<file path="src/rtl/sr_pkg.sv">
package sr_pkg;
   localparam int WORD_W = 32;
   localparam int ADDR_W = 12;
   typedef logic [WORD_W-1:0] word_t;
   typedef logic [ADDR_W-1:0] ofs_t;
   localparam ofs_t OFS_RESIDENCY = 12'h13C;
   localparam ofs_t OFS_IGNORE    = 12'h30C;
endpackage

</file>
<file path="src/rtl/sr_gate.sv">
module sr_gate #(
   parameter int N_AGENTS = 17
) (
   input  logic                cpu_deepest,
   input  logic                hub_lowpwr,
   input  logic                phy_gated,
   input  logic                pll_idle,
   input  logic [N_AGENTS-1:0] lat_req,
   input  logic [N_AGENTS-1:0] ign_mask,
   output logic                sleep_ok
);
   logic all_idle;
   logic veto;

   assign all_idle = cpu_deepest & hub_lowpwr & phy_gated & pll_idle;
   assign veto     = |(lat_req & ~ign_mask);
   assign sleep_ok = all_idle & ~veto;
endmodule

</file>
<file path="src/rtl/sr_ticker.sv">
module sr_ticker #(
   parameter int CLK_KHZ = 100_000,
   parameter int TICK_US = 100,
   parameter int CNT_W   = 32
) (
   input  logic             clk,
   input  logic             rst_n,
   input  logic             sleep_ok,
   output logic [CNT_W-1:0] residency
);
   localparam int TICK_CYC = CLK_KHZ * TICK_US / 1000;
   localparam int PW       = (TICK_CYC > 1) ? $clog2(TICK_CYC) : 1;
   localparam logic [PW-1:0] LAST = PW'(TICK_CYC - 1);

   if (TICK_CYC < 1) begin : g_bad_tick
      $error("sr_ticker: tick shorter than one clock");
   end
   if (CNT_W < 1 || CNT_W > 32) begin : g_bad_cnt
      $error("sr_ticker: CNT_W must be 1..32");
   end

   logic [PW-1:0]    presc_q;
   logic [CNT_W-1:0] cnt_q;

   always_ff @(posedge clk) begin
      if (!rst_n) begin
         presc_q <= '0;
         cnt_q   <= '0;
      end else if (!sleep_ok) begin
         presc_q <= '0;
      end else if (presc_q == LAST) begin
         presc_q <= '0;
         cnt_q   <= cnt_q + CNT_W'(1);
      end else begin
         presc_q <= presc_q + PW'(1);
      end
   end

   assign residency = cnt_q;


   cnt_needs_sleep_chk: assert property (@(posedge clk) disable iff (!rst_n)
      (cnt_q != $past(cnt_q)) |-> $past(sleep_ok));


   cnt_step_one_chk: assert property (@(posedge clk) disable iff (!rst_n)
      (cnt_q != $past(cnt_q)) |-> (cnt_q == $past(cnt_q) + CNT_W'(1)));


   presc_clear_chk: assert property (@(posedge clk) disable iff (!rst_n)
      !sleep_ok |=> (presc_q == '0));
endmodule

</file>
<file path="src/rtl/sr_regport.sv">
module sr_regport
   import sr_pkg::*;
#(
   parameter int N_AGENTS = 17,
   parameter int RSVD_BIT = 5,
   parameter int CNT_W    = 32
) (
   input  logic                clk,
   input  logic                rst_n,
   input  logic                win_lock,
   input  logic                bus_sel,
   input  logic                bus_wr,
   input  ofs_t                bus_addr,
   input  word_t               bus_wdata,
   input  logic [CNT_W-1:0]    residency,
   output logic [N_AGENTS-1:0] ign_mask,
   output word_t               bus_rdata,
   output logic                bus_rvalid
);
   if (N_AGENTS < 1 || N_AGENTS > 31) begin : g_bad_agents
      $error("sr_regport: N_AGENTS must be 1..31");
   end

   logic [N_AGENTS-1:0] mask_q;
   logic [N_AGENTS-1:0] mask_in;
   word_t               cnt_word;
   word_t               mask_word;
   word_t               rd_mux;
   logic                hit_res, hit_ign, rd_req, wr_ok;
   logic                unused_hi;

   for (genvar i = 0; i < N_AGENTS; i++) begin : g_mbit
      if (i == RSVD_BIT) begin : g_rsvd
         assign mask_in[i] = 1'b0;
      end else begin : g_keep
         assign mask_in[i] = bus_wdata[i];
      end
   end
   assign unused_hi = ^bus_wdata[WORD_W-1:N_AGENTS];

   if (CNT_W == WORD_W) begin : g_cnt_full
      assign cnt_word = residency;
   end else begin : g_cnt_ext
      assign cnt_word = {{(WORD_W-CNT_W){1'b0}}, residency};
   end
   assign mask_word = {{(WORD_W-N_AGENTS){1'b0}}, mask_q};

   assign hit_res = (bus_addr == OFS_RESIDENCY);
   assign hit_ign = (bus_addr == OFS_IGNORE);
   assign rd_req  = bus_sel & ~bus_wr;
   assign wr_ok   = bus_sel & bus_wr & ~win_lock & hit_ign;

   always_comb begin
      if (win_lock)     rd_mux = '1;
      else if (hit_res) rd_mux = cnt_word;
      else if (hit_ign) rd_mux = mask_word;
      else              rd_mux = '0;
   end

   always_ff @(posedge clk) begin
      if (!rst_n) begin
         mask_q     <= '0;
         bus_rdata  <= '0;
         bus_rvalid <= 1'b0;
      end else begin
         bus_rvalid <= rd_req;
         if (rd_req) bus_rdata <= rd_mux;
         if (wr_ok)  mask_q    <= mask_in;
      end
   end

   assign ign_mask = mask_q;


   locked_read_ones_chk: assert property (@(posedge clk) disable iff (!rst_n)
      (win_lock && rd_req) |=> (bus_rdata == '1));


   locked_mask_hold_chk: assert property (@(posedge clk) disable iff (!rst_n)
      win_lock |=> $stable(mask_q));


   rvalid_from_read_chk: assert property (@(posedge clk) disable iff (!rst_n)
      bus_rvalid |-> $past(rd_req));


   rsvd_never_set_chk: assert property (@(posedge clk) disable iff (!rst_n)
      (wr_ok && bus_wdata[RSVD_BIT]) |=> (mask_q[RSVD_BIT] == 1'b0));
endmodule

</file>
<file path="src/rtl/standby_residency_unit.sv">
module standby_residency_unit
   import sr_pkg::*;
#(
   parameter int CLK_KHZ  = 100_000,
   parameter int TICK_US  = 100,
   parameter int CNT_W    = 32,
   parameter int N_AGENTS = 17,
   parameter int RSVD_BIT = 5
) (
   input  logic                clk,
   input  logic                rst_n,
   input  logic                win_lock,
   input  logic                cpu_deepest,
   input  logic                hub_lowpwr,
   input  logic                phy_gated,
   input  logic                pll_idle,
   input  logic [N_AGENTS-1:0] lat_req,
   input  logic                bus_sel,
   input  logic                bus_wr,
   input  logic [11:0]         bus_addr,
   input  logic [31:0]         bus_wdata,
   output logic [31:0]         bus_rdata,
   output logic                bus_rvalid,
   output logic                deep_sleep
);
   logic [N_AGENTS-1:0] ign_mask;
   logic [CNT_W-1:0]    residency;

   sr_gate #(.N_AGENTS(N_AGENTS)) u_gate (
      .cpu_deepest(cpu_deepest), .hub_lowpwr(hub_lowpwr),
      .phy_gated(phy_gated),     .pll_idle(pll_idle),
      .lat_req(lat_req),         .ign_mask(ign_mask),
      .sleep_ok(deep_sleep)
   );

   sr_ticker #(.CLK_KHZ(CLK_KHZ), .TICK_US(TICK_US), .CNT_W(CNT_W)) u_tick (
      .clk(clk), .rst_n(rst_n), .sleep_ok(deep_sleep), .residency(residency)
   );

   sr_regport #(.N_AGENTS(N_AGENTS), .RSVD_BIT(RSVD_BIT), .CNT_W(CNT_W)) u_regs (
      .clk(clk), .rst_n(rst_n), .win_lock(win_lock),
      .bus_sel(bus_sel), .bus_wr(bus_wr), .bus_addr(bus_addr),
      .bus_wdata(bus_wdata), .residency(residency), .ign_mask(ign_mask),
      .bus_rdata(bus_rdata), .bus_rvalid(bus_rvalid)
   );


   sleep_needs_idle_chk: assert property (@(posedge clk) disable iff (!rst_n)
      deep_sleep |-> (cpu_deepest && hub_lowpwr && phy_gated && pll_idle));


   sleep_no_veto_chk: assert property (@(posedge clk) disable iff (!rst_n)
      deep_sleep |-> ((lat_req & ~ign_mask) == '0));
endmodule

</file>
<file path="config.mk">
export PLATFORM = sky130hd
export DESIGN_NAME = standby_residency_unit
export DESIGN_NICKNAME = d
export VERILOG_FILES = /design/src/rtl/sr_pkg.sv /design/src/rtl/sr_gate.sv /design/src/rtl/sr_ticker.sv /design/src/rtl/sr_regport.sv /design/src/rtl/standby_residency_unit.sv
export SDC_FILE = /design/constraint.sdc
export NUM_CORES = 1
export LEC_CHECK = 0
export ABC_AREA = 1
export CAP_MARGIN = 30
export CORE_ASPECT_RATIO = 0.75
export CORE_UTILIZATION = 45
export DETAILED_ROUTE_END_ITERATION = 10
export GPL_TIMING_DRIVEN = 0
export PLACE_DENSITY = 0.75
export SETUP_SLACK_MARGIN = 0.1
export SYNTH_ARGS = -nofsm -noshare
export SYNTH_HDL_FRONTEND = slang
export SYNTH_SLANG_ARGS = --single-unit
</file>
<file path="constraint.sdc">
create_clock -name clk -period 2.6 [get_ports clk]
set_input_delay 0.52 -clock clk [delete_from_list [all_inputs] [get_ports clk]]
set_output_delay 0.52 -clock clk [all_outputs]
set_load 0.01 [all_outputs]
</file>
==> results.toml <==
[status]
status = "complete, no violations"

[power_and_ir_drop]
combPwrFrac_pct = 9.9
power_density_nw_per_um2 = 472.0
total_power_mw = 3.112
vdd_ir_drop_max_v = 0.0003083
seqPwrFrac_pct = 48.4
p_sw_uw = 764.5
swShare_pct = 24.57
power.internal_mw = 2.347
clkPwrFrac_pct = 41.7
p_leak_nw = 2.769

[synthesis]
synth_xor_area_share_pct = 0.5020
syn_nets = 937
synth_top_family_by_area = "simple AND/OR/NAND/NOR gates"
yosys-mux-area-fraction_pct = 0
ys_top_cells_by_area = "dfxtp_1 (36%), nand2_1 (15%), nor2_1 (12%)"
synth_top_area_share_pct = 36.34
synth_common_cells = "nand2_1 (212), nor2_1 (161), inv_1 (154)"
synth-edff-count = 0
ys_async_sr_fraction_pct = 0
yosysTopAreaCell = "dfxtp_1"
synth_cell_types = 33
synthAdderAreaFrac_pct = 0.4781
synth-simple-area-share_pct = 42.67
synthCells = 865
ys_seq_area_share_pct = 36.34
ys_ff_latch = 95
ys.flop_type = "dfxtp_1"
synth_most_common_cell = "nand2_1"
syn_area_um2 = 5234
avgSynthCellArea_um2 = 6.051
synth_compound_area_share_pct = 5.809
yosys_warnings = 0

[clocking]
cts_buffers = 9
cts_max_level = 3
root_buffer = "clkbuf_16"
ctsLongestPathBuffers = 2
holdBufCountCts = 0
cts_tree = "done"
worstSkewPairLatency_ns = 0.35
clkSlewWorstSetupHoldPaths_ns = 0.07
clock_sinks = 95

[drt]
firstDrtPassIters = 5
dr.first_iter.drc_count = 376
wl_per_cell_um = 12.74
drc = 0
via_count = 5445
drtAntennaViolNets = 0
wirelength_um = 14130
viasPerCell = 4.910

[hold_path]
hold_path.class = "register to register"

[timing]
rsz0062_at_grt = "false"
finClkSkew_ns = 0.008169
worst_pin_slew_ns = 0.5967
worst_slew_margin_rel_pct = 60.22
hold_ws_ns = 0.4520
hold_viol_final = 0
drv_slew = 0
max_freq_mhz = 427.3
period_share_pct = 90.01
finalCriticalPeriod_ns = 2.340
setup_viol = 0
setup_tns_ns = 0

[place]
io_buffer_count = 87
hpwl_um = 10610
gp_congestion = 0.8858

[finish]
layout.nets = 1036
drive_above_1_share_pct = 5.676
post-route-util_pct = 59.36
n_antenna_cell = 0
syn_to_final_growth_pct = 25.96

[floorplanning]
io_pins = 104
initial_core_util_pct = 47.12
die_area_um2 = 12070
die_h_um = 95.40
core-area_um2 = 11110
num_rows = 33
dieWidth_um = 126.5

[global_route]
grt_max_degree = 18
grt_pass1_vias = 4776
grt_antenna_before_repair = 0
grt_pass1_wl_um = 23430
grt_use_total_pct = 24.84
grt_overflow = 0

[worst_setup_path]
crit_type = "input port to output port"
critPathLaunchType = "input port"
critPathCaptureType = "output port"
critPathRequiredTime_ns = 2.08
path_max_fanout = 10
cp.arrival_ns = 1.82

[job]
cap_violations = 0
-- kinds of logic (layout without fill, tap and decap cells) --
group           Yosys count  count (layout)
simple gates            515             515
buf+inv                 190             294
flops                    95              95
compound gates           60              60
xor+xnor                  3               3
fa+ha+maj                 2               2
-- path summary, 6_finish.rpt --
check / startpoint / to / slack [ns] / depth (start not counted)
max: hub_lowpwr / deep_sleep / 0.26 / 9
min: u_tick.presc_q[0] / u_tick.presc_q[0] / 0.45 / 1
min reg2reg: u_tick.presc_q[0] / u_tick.presc_q[0] / 0.45 / 1
max reg2reg: u_regs.ign_mask[6] / u_tick.residency[15] / 0.65 / 12
-- area by class of cell --
cell class,instances,area (um2)
Tap cell,140,175.2
Timing Repair Buffer,88,873.3
Fill cell,1060,4514
Multi-Input combinational cell,580,2599
Buffer,34,167.7
Inverter,156,585.6
Clock inverter,6,51.30
Sequential cell,95,1902
Clock buffer,10,239.0
-- cell usage in the layout (no fill, tap or decap), types with 2 or more instances in the layout --
cell type	Yosys	layout
nor3_1	12	12
nand3_1	71	71
nand2_1	212	211
nand3b_1	3	3
clkbuf_16	0	9
xor2_1	2	2
clkbuf_1	17	16
clkbuf_8	0	2
inv_1	154	154
clkinv_4	0	2
ha_1	2	2
clkdlybuf4s50_1	0	86
nor2_2	4	4
nor3_2	2	2
nor2_1	161	160
nand2_2	2	3
buf_4	1	2
nand4_1	36	36
a21oi_1	22	22
nor2_4	3	4
dfxtp_1	95	95
inv_6	0	2
o21ai_0	35	35
or2_2	3	3
buf_2	15	15
-- power groups by stage --
| stage | Sequential, mW | Combinational [mW] | Clock (mW) |
|---|---|---|---|
| after floorplan | 1.55 | 0.112 | 0 |
| after global placement | 1.54 | 0.302 | 0 |
| after detailed placement | 1.54 | 0.303 | 0 |
| after CTS | 1.51 | 0.306 | 1.32 |
| final | 1.51 | 0.307 | 1.30 |
| after global routing | 1.51 | 0.338 | 1.40 |
-- metrics by stage --
stage / std cells / setup slack, ns / instance area (um2)
final: 1109 / 0.2598 / 6593
after global routing: 1109 / 0.1533 / 6593
after CTS: 1109 / 0.1306 / 6593
after detailed placement: 1092 / -0.5832 / 6280
after global placement: 1092 / -0.5906 / 6280
after floorplan: 865 / 0.7747 / 5234
-- layer usage --
layer	part of all wire, %	GRT usage [%]
met3	8.6	5.836
met1	51	36.28
met4	1.1	5.422
met2	40	36.79
met5	0	0
-- state kept, by name (all words and copies together) (netlist names) --
| name | flops |
|---|---|
| u_regs.bus_rdata | 32 |
| u_regs.bus_rvalid | 1 |
| u_regs.ign_mask | 16 |
| u_tick.presc_q | 14 |
| u_tick.residency | 32 |
-- critical path, cell delays in order --
cell	delay, ns
clkdlybuf4s50_1	0.45
nand2_1	0.04
inv_1	0.06
nand2_1	0.05
nor2_1	0.08
nand2_1	0.11
nor2_4	0.17
clkbuf_8	0.19
clkbuf_2	0.14
-- what timing repair did --
item | CTS | global route
endpoints found under the setup margin | 1 | 1
resized for setup | 6 | 3
buffers inserted | 1 | 0
cloned | 0 | 0
pin swaps | 1 | 2
Note: power is estimated with default switching activity, not from simulation.
